**src/rtl/cfgchan_pkg.sv**
```systemverilog
package cfgchan_pkg;

  localparam int DATA_W  = 32;
  localparam int DEV_W   = 12;
  localparam int FN_LSB  = 20;
  localparam int FN_W    = 6;
  localparam int DIR_BIT = 30;
  localparam int GO_BIT  = 31;

  // Register offsets (byte addresses)
  localparam logic [7:0] OFF_RTN  = 8'hA0;
  localparam logic [7:0] OFF_DOUT = 8'hA4;
  localparam logic [7:0] OFF_CTRL = 8'hA8;
  localparam logic [7:0] OFF_STAT = 8'hAC;

  // Bits of the control word that are kept: device, function, direction
  localparam logic [DATA_W-1:0] CTRL_KEEP  = 32'h43F0_0FFF;
  localparam logic [DATA_W-1:0] CTRL_RESET = 32'h0010_0000;
  localparam logic [FN_W-1:0]   FN_OSC     = 6'd1;

  typedef enum logic [2:0] {
    RD_ZERO,
    RD_RTN,
    RD_DOUT,
    RD_CTRL,
    RD_STAT
  } rdsel_e;

  // Strobes from control to datapath for one bus cycle
  typedef struct packed {
    logic loadDout;
    logic loadCtrl;
    logic setDone;
    logic setError;
    logic oscWrite;
    logic rtnLoad;
  } strobe_t;

endpackage

```
**src/rtl/cfgchan_ctrl.sv**
```systemverilog
module cfgchan_ctrl
  import cfgchan_pkg::*;
#(
  parameter int NUM_OSC = 3,
  parameter int ADDR_W  = 8,
  parameter int IDX_W   = (NUM_OSC > 1) ? $clog2(NUM_OSC) : 1
) (
  input  logic              busSel,
  input  logic              busWrite,
  input  logic [ADDR_W-1:0] busAddr,
  input  logic [DATA_W-1:0] busWdata,
  output strobe_t           strb,
  output logic [IDX_W-1:0]  oscIdx,
  output rdsel_e            rdSel
);

  logic hitRtn, hitDout, hitCtrl, hitStat;
  logic ctrlWr, goReq, fnOk, devOk, reqOk;
  logic [DEV_W-1:0] devField;
  logic [FN_W-1:0]  fnField;

  assign hitRtn  = (busAddr == ADDR_W'(OFF_RTN));
  assign hitDout = (busAddr == ADDR_W'(OFF_DOUT));
  assign hitCtrl = (busAddr == ADDR_W'(OFF_CTRL));
  assign hitStat = (busAddr == ADDR_W'(OFF_STAT));

  assign devField = busWdata[DEV_W-1:0];
  assign fnField  = busWdata[FN_LSB +: FN_W];

  assign ctrlWr = busSel && busWrite && hitCtrl;
  assign goReq  = ctrlWr && busWdata[GO_BIT];
  assign fnOk   = (fnField == FN_OSC);
  assign devOk  = (devField < DEV_W'(NUM_OSC));
  assign reqOk  = fnOk && devOk;

  always_comb begin
    strb          = '0;
    strb.loadDout = busSel && busWrite && hitDout;
    strb.loadCtrl = ctrlWr;
    strb.setDone  = goReq;
    strb.setError = goReq && !reqOk;
    strb.oscWrite = goReq && reqOk && busWdata[DIR_BIT];
    strb.rtnLoad  = goReq && reqOk && !busWdata[DIR_BIT];
  end

  assign oscIdx = devField[IDX_W-1:0];

  always_comb begin
    rdSel = RD_ZERO;
    if (hitRtn)       rdSel = RD_RTN;
    else if (hitDout) rdSel = RD_DOUT;
    else if (hitCtrl) rdSel = RD_CTRL;
    else if (hitStat) rdSel = RD_STAT;
  end

endmodule

```
**src/rtl/cfgchan_datapath.sv**
```systemverilog
module cfgchan_datapath
  import cfgchan_pkg::*;
#(
  parameter int                        NUM_OSC  = 3,
  parameter int                        IDX_W    = (NUM_OSC > 1) ? $clog2(NUM_OSC) : 1,
  parameter logic [NUM_OSC*DATA_W-1:0] OSC_INIT = '0
) (
  input  logic                        clk,
  input  logic                        rstN,
  input  strobe_t                     strb,
  input  logic [IDX_W-1:0]            oscIdx,
  input  rdsel_e                      rdSel,
  input  logic [DATA_W-1:0]           busWdata,
  output logic [DATA_W-1:0]           busRdata,
  output logic [DATA_W-1:0]           statusQ,
  output logic [DATA_W-1:0]           doutQ,
  output logic [DATA_W-1:0]           rtnQ,
  output logic [NUM_OSC*DATA_W-1:0]   oscWords
);

  logic [DATA_W-1:0] ctrlQ;
  logic [1:0]        statBits;
  logic [DATA_W-1:0] oscQ [NUM_OSC];
  logic [DATA_W-1:0] selWord;

  always_ff @(posedge clk) begin
    if (!rstN) begin
      doutQ <= '0;
    end else if (strb.loadDout) begin
      doutQ <= busWdata;
    end
  end

  always_ff @(posedge clk) begin
    if (!rstN) begin
      ctrlQ    <= CTRL_RESET;
      statBits <= 2'b00;
    end else if (strb.loadCtrl) begin
      ctrlQ    <= busWdata & CTRL_KEEP;
      statBits <= {strb.setError, strb.setDone};
    end
  end

  assign statusQ = {{(DATA_W-2){1'b0}}, statBits};

  for (genvar i = 0; i < NUM_OSC; i++) begin : g_osc
    always_ff @(posedge clk) begin
      if (!rstN) begin
        oscQ[i] <= OSC_INIT[i*DATA_W +: DATA_W];
      end else if (strb.oscWrite && (oscIdx == IDX_W'(i))) begin
        oscQ[i] <= doutQ;
      end
    end
    assign oscWords[i*DATA_W +: DATA_W] = oscQ[i];
  end

  always_comb begin
    selWord = '0;
    for (int i = 0; i < NUM_OSC; i++) begin
      if (oscIdx == IDX_W'(i)) selWord = oscQ[i];
    end
  end

  always_ff @(posedge clk) begin
    if (!rstN) begin
      rtnQ <= '0;
    end else if (strb.rtnLoad) begin
      rtnQ <= selWord;
    end
  end

  always_comb begin
    unique case (rdSel)
      RD_RTN:  busRdata = rtnQ;
      RD_DOUT: busRdata = doutQ;
      RD_CTRL: busRdata = ctrlQ;
      RD_STAT: busRdata = statusQ;
      default: busRdata = '0;
    endcase
  end

endmodule

```
**src/rtl/cfgchan_top.sv**
```systemverilog
module cfgchan_top
  import cfgchan_pkg::*;
#(
  parameter int                        NUM_OSC  = 3,
  parameter int                        ADDR_W   = 8,
  parameter logic [NUM_OSC*DATA_W-1:0] OSC_INIT = {32'h00BE_BC20, 32'h017D_7840, 32'h02FA_F080}
) (
  input  logic                        clk,
  input  logic                        rstN,
  input  logic                        busSel,
  input  logic                        busWrite,
  input  logic [ADDR_W-1:0]           busAddr,
  input  logic [31:0]                 busWdata,
  output logic [31:0]                 busRdata,
  output logic [NUM_OSC*32-1:0]       oscWords
);

  localparam int IDX_W = (NUM_OSC > 1) ? $clog2(NUM_OSC) : 1;

  strobe_t           strb;
  logic [IDX_W-1:0]  oscIdx;
  rdsel_e            rdSel;
  logic [DATA_W-1:0] statusQ;
  logic [DATA_W-1:0] doutQ;
  logic [DATA_W-1:0] rtnQ;

  cfgchan_ctrl #(
    .NUM_OSC (NUM_OSC),
    .ADDR_W  (ADDR_W),
    .IDX_W   (IDX_W)
  ) ctrl_i (
    .busSel   (busSel),
    .busWrite (busWrite),
    .busAddr  (busAddr),
    .busWdata (busWdata),
    .strb     (strb),
    .oscIdx   (oscIdx),
    .rdSel    (rdSel)
  );

  cfgchan_datapath #(
    .NUM_OSC  (NUM_OSC),
    .IDX_W    (IDX_W),
    .OSC_INIT (OSC_INIT)
  ) dp_i (
    .clk      (clk),
    .rstN     (rstN),
    .strb     (strb),
    .oscIdx   (oscIdx),
    .rdSel    (rdSel),
    .busWdata (busWdata),
    .busRdata (busRdata),
    .statusQ  (statusQ),
    .doutQ    (doutQ),
    .rtnQ     (rtnQ),
    .oscWords (oscWords)
  );

endmodule

```
**config.mk**
```make
export PLATFORM = sky130hd
export DESIGN_NAME = cfgchan_top
export DESIGN_NICKNAME = d
export VERILOG_FILES = /design/src/rtl/cfgchan_pkg.sv /design/src/rtl/cfgchan_ctrl.sv /design/src/rtl/cfgchan_datapath.sv /design/src/rtl/cfgchan_top.sv
export SDC_FILE = /design/constraint.sdc
export NUM_CORES = 1
export LEC_CHECK = 0
export BUFFER_PORTS_ARGS = -buffer_cell sky130_fd_sc_hd__buf_4
export CORE_MARGIN = 2
export CORE_UTILIZATION = 40
export DETAILED_ROUTE_END_ITERATION = 6
export PLACE_DENSITY = 0.66
export SYNTH_ARGS = -nofsm -noshare
export SYNTH_HDL_FRONTEND = slang
export SYNTH_SLANG_ARGS = --single-unit
```
**constraint.sdc**
```tcl
create_clock -name clk -period 5.2 [get_ports clk]
set_clock_uncertainty 0.05 [all_clocks]
set_input_delay 1.04 -clock clk [delete_from_list [all_inputs] [get_ports clk]]
set_output_delay 1.04 -clock clk [all_outputs]
set_load 0.02 [all_outputs]
```
==> flow_summary.yaml, run 1 <==
status:
  status: "finished clean"
drt:
  drcViolationCount: 0
  first_iter_violations: 426
  wl_per_cell_um: 20.84
  vias_per_cell: 5.342
  vias: 6272
  ant_nets: 0
  wl_mm: 24.47
  drt-pass1-iter-count: 5
power_and_ir_drop:
  p_leak_nw: 4.357
  power_frac_seq: 0.493
  ir_worst_vdd_v: 0.0002141
  switching_share: 0.2273
  combPwrFrac: 0.083
  p_clk_frac: 0.424
  power.total_w: 0.003148
  p_int_w: 0.002432
  powerDensity_nw_per_um2: 302.2
  power.switching_w: 0.0007154
setup_path:
  critical_path_required_ns: 4.11
  crit_path_max_fanout: 13
  cp_slowest_stage_delay_ns: 0.63
  worstSetupPathType: "in -> out"
  reg2reg_depth: 4
  slowest_stage: "and3_1"
  crit_chain: "buf_4, nor4bb_1, buf_4, and3_1, a22o_1, buf_4"
  worstPathArrival_ns: 2.69
  crit_top_cell: "buf_4"
  worst_setup_path_start_kind: "primary input"
  crit_path_end_kind: "primary output"
clock_network:
  post_cts_buffers: 0
  ctsHtreeMaxLevel: 4
  cts.sinks: 181
  clk_pin_slew_ns: 0.07
  cts_root_buf: "clkbuf_16"
  numCtsBuffers: 17
  cts_resized: 0
  cts_hold_buffers: 0
  max-clock-path-buffers: 2
  cts_tree: "yes"
  clock_latency_ns: 0.42
die:
  row_count: 52
  die-area_um2: 21860
  ios: 172
  start_util: 0.4079
  core-area_um2: 20300
  dieHeight_um: 147.9
  die_w_um: 147.9
placement:
  gp_congestion: 0.8318
  place_hpwl_mm: 16.12
  port_buffers: 171
yosys:
  synth_top_family_by_area: "simple AND/OR/NAND/NOR gates"
  avgSynthCellArea_um2: 11.05
  synth.distinct_cells: 36
  synth-main-ff-cell: "edfxtp_1"
  yosys.area_share.xor_xnor: 0
  synth-simple-area-share: 0.1913
  synth_mux_area_frac: 0.1421
  synthCells: 749
  yosysWarnings: 0
  synth_fa_ha_area_frac: 0
  synth_edf_count: 96
  synthArstFlopShare: 0
  syn_area_um2: 8279
  synth_compound_area_frac: 0.07843
  yosysSeqAreaShare: 0.5537
  syn_nets: 793
  ys_ff_latch: 181
layout:
  final_cell_mix: "buf_4, mux2i_1, nand2_1"
  final_nets: 935
  nFillCells: 1869
  drive_gt1_frac: 0.2544
  final_common_cell: "buf_4"
  syn2layout_area_growth_pct: 25.83
  antenna_cells: 0
sta:
  final-setup-viol-count: 0
  maxSlewViolCount: 0
  grt_setup_unrepaired: "no"
  max_clock_freq_ghz: 0.2648
  slew_headroom: 0.3402
  worst_pin_slew_ns: 0.9887
  period_needed_ns: 3.777
  hold_viol_final: 0
  fin_setup_tns_ns: 0
  post-route-period-util: 0.7263
grt:
  gr-total-overflow: 0
  grt_util_met2: 0.3393
  grt_pass1_vias: 5953
  grt_use_total: 0.2237
  met3_usage: 0.03858
  grt_max_degree: 62
  grt_pass1_wl_mm: 36.69
  antenna_found_initial: 0
  busiest_layer: "met2"
  grt.met1_usage: 0.3266
min_path:
  hold_path_depth: 2
  hp-class: "reg -> reg"
run:
  cap_violations: 0
==> state kept, by name, indices dropped and copies added, names as in the netlist <==
| signal | cells |
|---|---|
| dp_i.ctrlQ | 19 |
| dp_i.doutQ | 32 |
| dp_i.oscQ | 96 |
| dp_i.rtnQ | 32 |
| dp_i.statBits | 2 |
==> cells in the mapped netlist, types with 2 or more instances <==
cell | n | area, µm²
nand4_1 | 3 | 18.77
mux2i_1 | 113 | 1131
a21oi_1 | 18 | 90.09
nand3_1 | 3 | 15.01
nor2_1 | 36 | 135.1
nor2b_1 | 36 | 225.2
o2bb2ai_1 | 32 | 280.3
o21ai_0 | 3 | 15.01
and3_1 | 64 | 400.4
clkbuf_1 | 42 | 157.7
dfxtp_1 | 85 | 1702
and2_1 | 2 | 12.51
mux4_2 | 2 | 45.04
buf_6 | 3 | 33.78
or3_1 | 37 | 231.5
buf_2 | 15 | 75.07
nand2b_1 | 2 | 12.51
buf_1 | 3 | 11.26
a22o_1 | 13 | 113.9
nor4_1 | 2 | 12.51
a21boi_0 | 19 | 142.6
nand2_1 | 105 | 394.1
edfxtp_1 | 96 | 2883
nor3_1 | 3 | 15.01
==> cell type report <==
type	count	area, µm²	share of cell area
multi-input combinational	504	3470	0.3331
timing repair buffer	187	1404	0.1348
clock buffer	28	570.5	0.05477
clock inverter	4	51.30	0.004924
sequential	181	4584	0.4401
tap	270	337.8	0.03243
==> worst paths after layout <==
path	start	end	slack, ns
worst max register to register	dp_i.oscQ[2][4]$_SDFFCE_PN0P_	dp_i.rtnQ[4]$_SDFFE_PN0P_	4.10
worst min-delay path	dp_i.rtnQ[12]$_SDFFE_PN0P_	dp_i.rtnQ[12]$_SDFFE_PN0P_	0.41
worst max-delay path	busAddr[4]	busRdata[31]	1.42
worst min register to register	dp_i.rtnQ[12]$_SDFFE_PN0P_	dp_i.rtnQ[12]$_SDFFE_PN0P_	0.41
==> cells by family (layout without fill, tap and decap cells) <==
kind of cell,count (synthesis),after routing
AND/OR/NAND/NOR,303,303
flip-flops,181,181
multiplexers,115,115
AO/OA/AOI/OAI,86,86
buffers and inverters,64,219
==> through the flow <==
step | util | cells | cell area (µm²) | setup WS (ns) | hold WS (ns)
after floorplan | - | 749 | 8279 | 0.4544 | 0.3818
after global placement | 0.4826 | 1142 | 9796 | 1.399 | 0.3954
after detailed placement | 0.4826 | 1142 | 9796 | 1.398 | 0.4007
after CTS | 0.5132 | 1174 | 10420 | 1.398 | 0.4102
after global routing | 0.5132 | 1174 | 10420 | 1.363 | 0.4298
final | 0.5132 | 1174 | 10420 | 1.423 | 0.4097
==> critical path: cells and delay by family <==
kind	cells	cell delay, ns
AOI/OAI and AO/OA	1	0.29
buffers and inverters	3	0.46
and+or+nand+nor	2	0.89
==> metal layers <==
layer	wire (µm)	vias to the layer above
met5	0	-
met4	468	0
met2	11090	235
li1	-	2990
met3	1277	29
met1	11630	3018
==> power by group through the flow <==
stage | Sequential [W] | Clock (W) | Combinational, W
6_report | 0.00155 | 0.00134 | 0.000261
5_1_grt | 0.00155 | 0.00141 | 0.000277
4_1_cts | 0.00155 | 0.00136 | 0.000262
3_5_place_dp | 0.00158 | 0 | 0.000262
3_3_place_gp | 0.00158 | 0 | 0.000261
2_1_floorplan | 0.00162 | 0 | 0.0000949
Note: power is estimated with default switching activity, not from simulation.
==> run 2: changes to the inputs <==
Settings changed: ABC_AREA set to 1, PLACE_DENSITY 0.66 to 0.69.
Clock period 5.2 ns to 3.1 ns, I/O delays scaled along.
==> flow_summary.yaml, run 2 <==
sta:
  fin_setup_tns_ns: 0
  worst_slack_ns: 0.5218
  post-route-period-util: 0.8317
  worst_pin_slew_ns: 0.7755
  slew_headroom: 0.4823
  max_clock_freq_ghz: 0.3879
  final-setup-viol-count: 0
  period_needed_ns: 2.578
  grt_setup_unrepaired: "no"
  maxSlewViolCount: 0
  hold_viol_final: 0
layout:
  reg_top3: "dp_i.oscQ x96, dp_i.doutQ x32, dp_i.rtnQ x32"
  regMostFlops: "dp_i.oscQ"
  final_area_um2: 10170
  antenna_cells: 0
  syn2layout_area_growth_pct: 26.69
  final_cell_mix: "nand2_1, buf_4, inv_1"
  final_nets: 1147
  final_common_cell: "nand2_1"
  final_util: 0.5193
  largest_reg_flops: 96
  drive_gt1_frac: 0.2204
run:
  cap_violations: 0
setup_path:
  critical_path_required_ns: 2.43
  crit_path_max_fanout: 32
  cp_slowest_stage_delay_ns: 0.31
  worstPathArrival_ns: 1.91
  rr_startpoint: "dp_i.oscQ[0][11]$_SDFFCE_PN0P_"
  worstSetupPathType: "in -> out"
  crit_chain: "buf_4, inv_1, nand2_1, nor2_2, nand3_1, buf_4, o221ai_1, buf_4"
  crit_top_cell: "buf_4"
  slowest_stage: "o221ai_1"
  critPathTopFamily: "buffers and inverters"
  worst_setup_path_start_kind: "primary input"
  crit_path_end_kind: "primary output"
  path_buf_inv: 4
  worstReg2RegEnd: "dp_i.rtnQ[11]$_SDFFE_PN0P_"
  reg2reg_depth: 6
  r2r_slack_ns: 1.89
yosys:
  syn_nets: 991
  synth_edf_count: 96
  synth_area_leaders: "edfxtp_1, dfxtp_1, nand2_1"
  synthCells: 947
  ys_ff_latch: 181
  synthTopCellsByCount: "nand2_1, inv_1, nor2_1"
  syn_area_um2: 8030
  synth-main-ff-cell: "edfxtp_1"
  netlist.area_leader.share: 0.3590
  synth.distinct_cells: 27
  avgSynthCellArea_um2: 8.480
  synthArstFlopShare: 0
  yosys.cell_count.top_type: "nand2_1"
  synth_top_area_cell: "edfxtp_1"
  yosysWarnings: 0
  yosysSeqAreaShare: 0.5709
placement:
  place_ws_ns: 0.3426
  placed_cell_area_um2: 9593
  gp_congestion: 0.8652
  place_hpwl_mm: 17.11
  port_buffers: 171
min_path:
  hp-class: "in -> reg"
  worstHoldEndpoint: "dp_i.ctrlQ[20]$_SDFFE_PN1N_"
  hold_start: "busWdata[20]"
  hold_path_depth: 3
grt:
  grt_max_degree: 41
  busiest_layer: "met2"
  met3_usage: 0.03981
  antenna_found_initial: 0
  gr-total-overflow: 0
  grt_use_total: 0.2345
  grt_pass1_vias: 6771
  grt.met1_usage: 0.3361
  grt_util_met2: 0.3632
  grt_pass1_wl_mm: 38.64
die:
  dieHeight_um: 145.7
  row_count: 51
  ios: 172
  core-area_um2: 19590
  die_w_um: 145.7
  die-area_um2: 21230
  start_util: 0.4099
clock_network:
  clock_latency_ns: 0.44
  cts.sinks: 181
  max-clock-path-buffers: 2
  ctsHtreeMaxLevel: 4
  cts_root_buf: "clkbuf_16"
  post_cts_buffers: 0
  cts_hold_buffers: 0
  cts_tree: "yes"
  clk_pin_slew_ns: 0.06
  numCtsBuffers: 17
  cts_resized: 0
drt:
  wl_per_cell_um: 18.15
  vias: 7150
  first_iter_violations: 620
  drt-pass1-iter-count: 5
  ant_nets: 0
  vias_per_cell: 5.177
  drcViolationCount: 0
  wl_mm: 25.06
status:
  status: "finished clean"
power_and_ir_drop:
  powerDensity_nw_per_um2: 495.7
  p_leak_nw: 4.008
  ir_worst_vdd_v: 0.0003658
-- run 2: cell count changes in the layout (fill, tap and decap cells not counted), sizes merged, moves of 16 or more --
| cell | delta |
|---|---|
| a21boi | -19 |
| a21oi | +66 |
| and3 | -64 |
| inv | +112 |
| mux2i | -113 |
| nand2 | +116 |
| nand3 | +78 |
| nand4 | +16 |
| nor2 | +77 |
| nor2b | -36 |
| o21ai | +32 |
| o221ai | +17 |
| o2bb2ai | -32 |
| or3 | -38 |
-- run 2: how the worst max path moves through the flow --
stage | cells after the start | slack, ns | endpoint | start
2_1_floorplan | 6 | -0.19 | dp_i.oscQ[0][0]$_SDFFCE_PN0P_ | busAddr[7]
4_1_cts | 8 | 0.51 | busRdata[21] | busAddr[4]
3_3_place_gp | 9 | 0.41 | dp_i.oscQ[0][2]$_SDFFCE_PN0P_ | busWdata[2]
5_1_grt | 8 | 0.42 | busRdata[31] | busAddr[6]
6_report | 8 | 0.52 | busRdata[21] | busAddr[4]
3_5_place_dp | 8 | 0.34 | dp_i.oscQ[1][7]$_SDFFCE_PN0P_ | busWdata[21]
-- run 2: cell families (layout without fill, tap and decap cells) --
group,after synthesis,count (layout),synth area share
AND/OR/NAND/NOR,438,438,0.2334
flip-flops,181,181,0.5709
AO/OA/AOI/OAI,151,151,0.1050
buffers and inverters,177,346,0.09068
-- run 2: power by group --
group | switching (W) | internal [W] | leakage [nW]
Combinational | 0.000229 | 0.000116 | 2.17
Clock | 0.000900 | 0.00124 | 0.286
Sequential | 0.0000191 | 0.00254 | 1.55
-- run 2: cell type report --
| type | count | area (µm²) |
|---|---|---|
| multi-input combinational | 589 | 2751 |
| sequential | 181 | 4584 |
| clock inverter | 5 | 62.56 |
| clock buffer | 27 | 518.0 |
| inverter | 115 | 431.7 |
| tap | 265 | 331.6 |
| timing repair buffer | 199 | 1494 |
| fill | 1824 | 9417 |
-- run 2: worst register-to-register path, cell delays in order (launching register included) --
cell	delay [ns]
edfxtp_1	0.43
nand2_1	0.09
nand2_1	0.05
a21oi_1	0.24
nand3_1	0.12
nand2_1	0.09
nor2_1	0.04
-- run 2: per-stage QoR --
stage	cells	hold WS [ns]	total power (W)
2_1_floorplan	947	0.3792	0.002784
3_3_place_gp	1349	0.3950	0.002955
3_5_place_dp	1349	0.3982	0.002958
4_1_cts	1381	0.3944	0.005058
5_1_grt	1381	0.4241	0.005193
6_report	1381	0.4047	0.005043
-- run 2: layer usage --
metal / wire length, µm / vias up
li1: - / 3416
met1: 11160 / 3360
met2: 11410 / 349
met3: 2095 / 25
met4: 396 / 0
met5: 0 / -
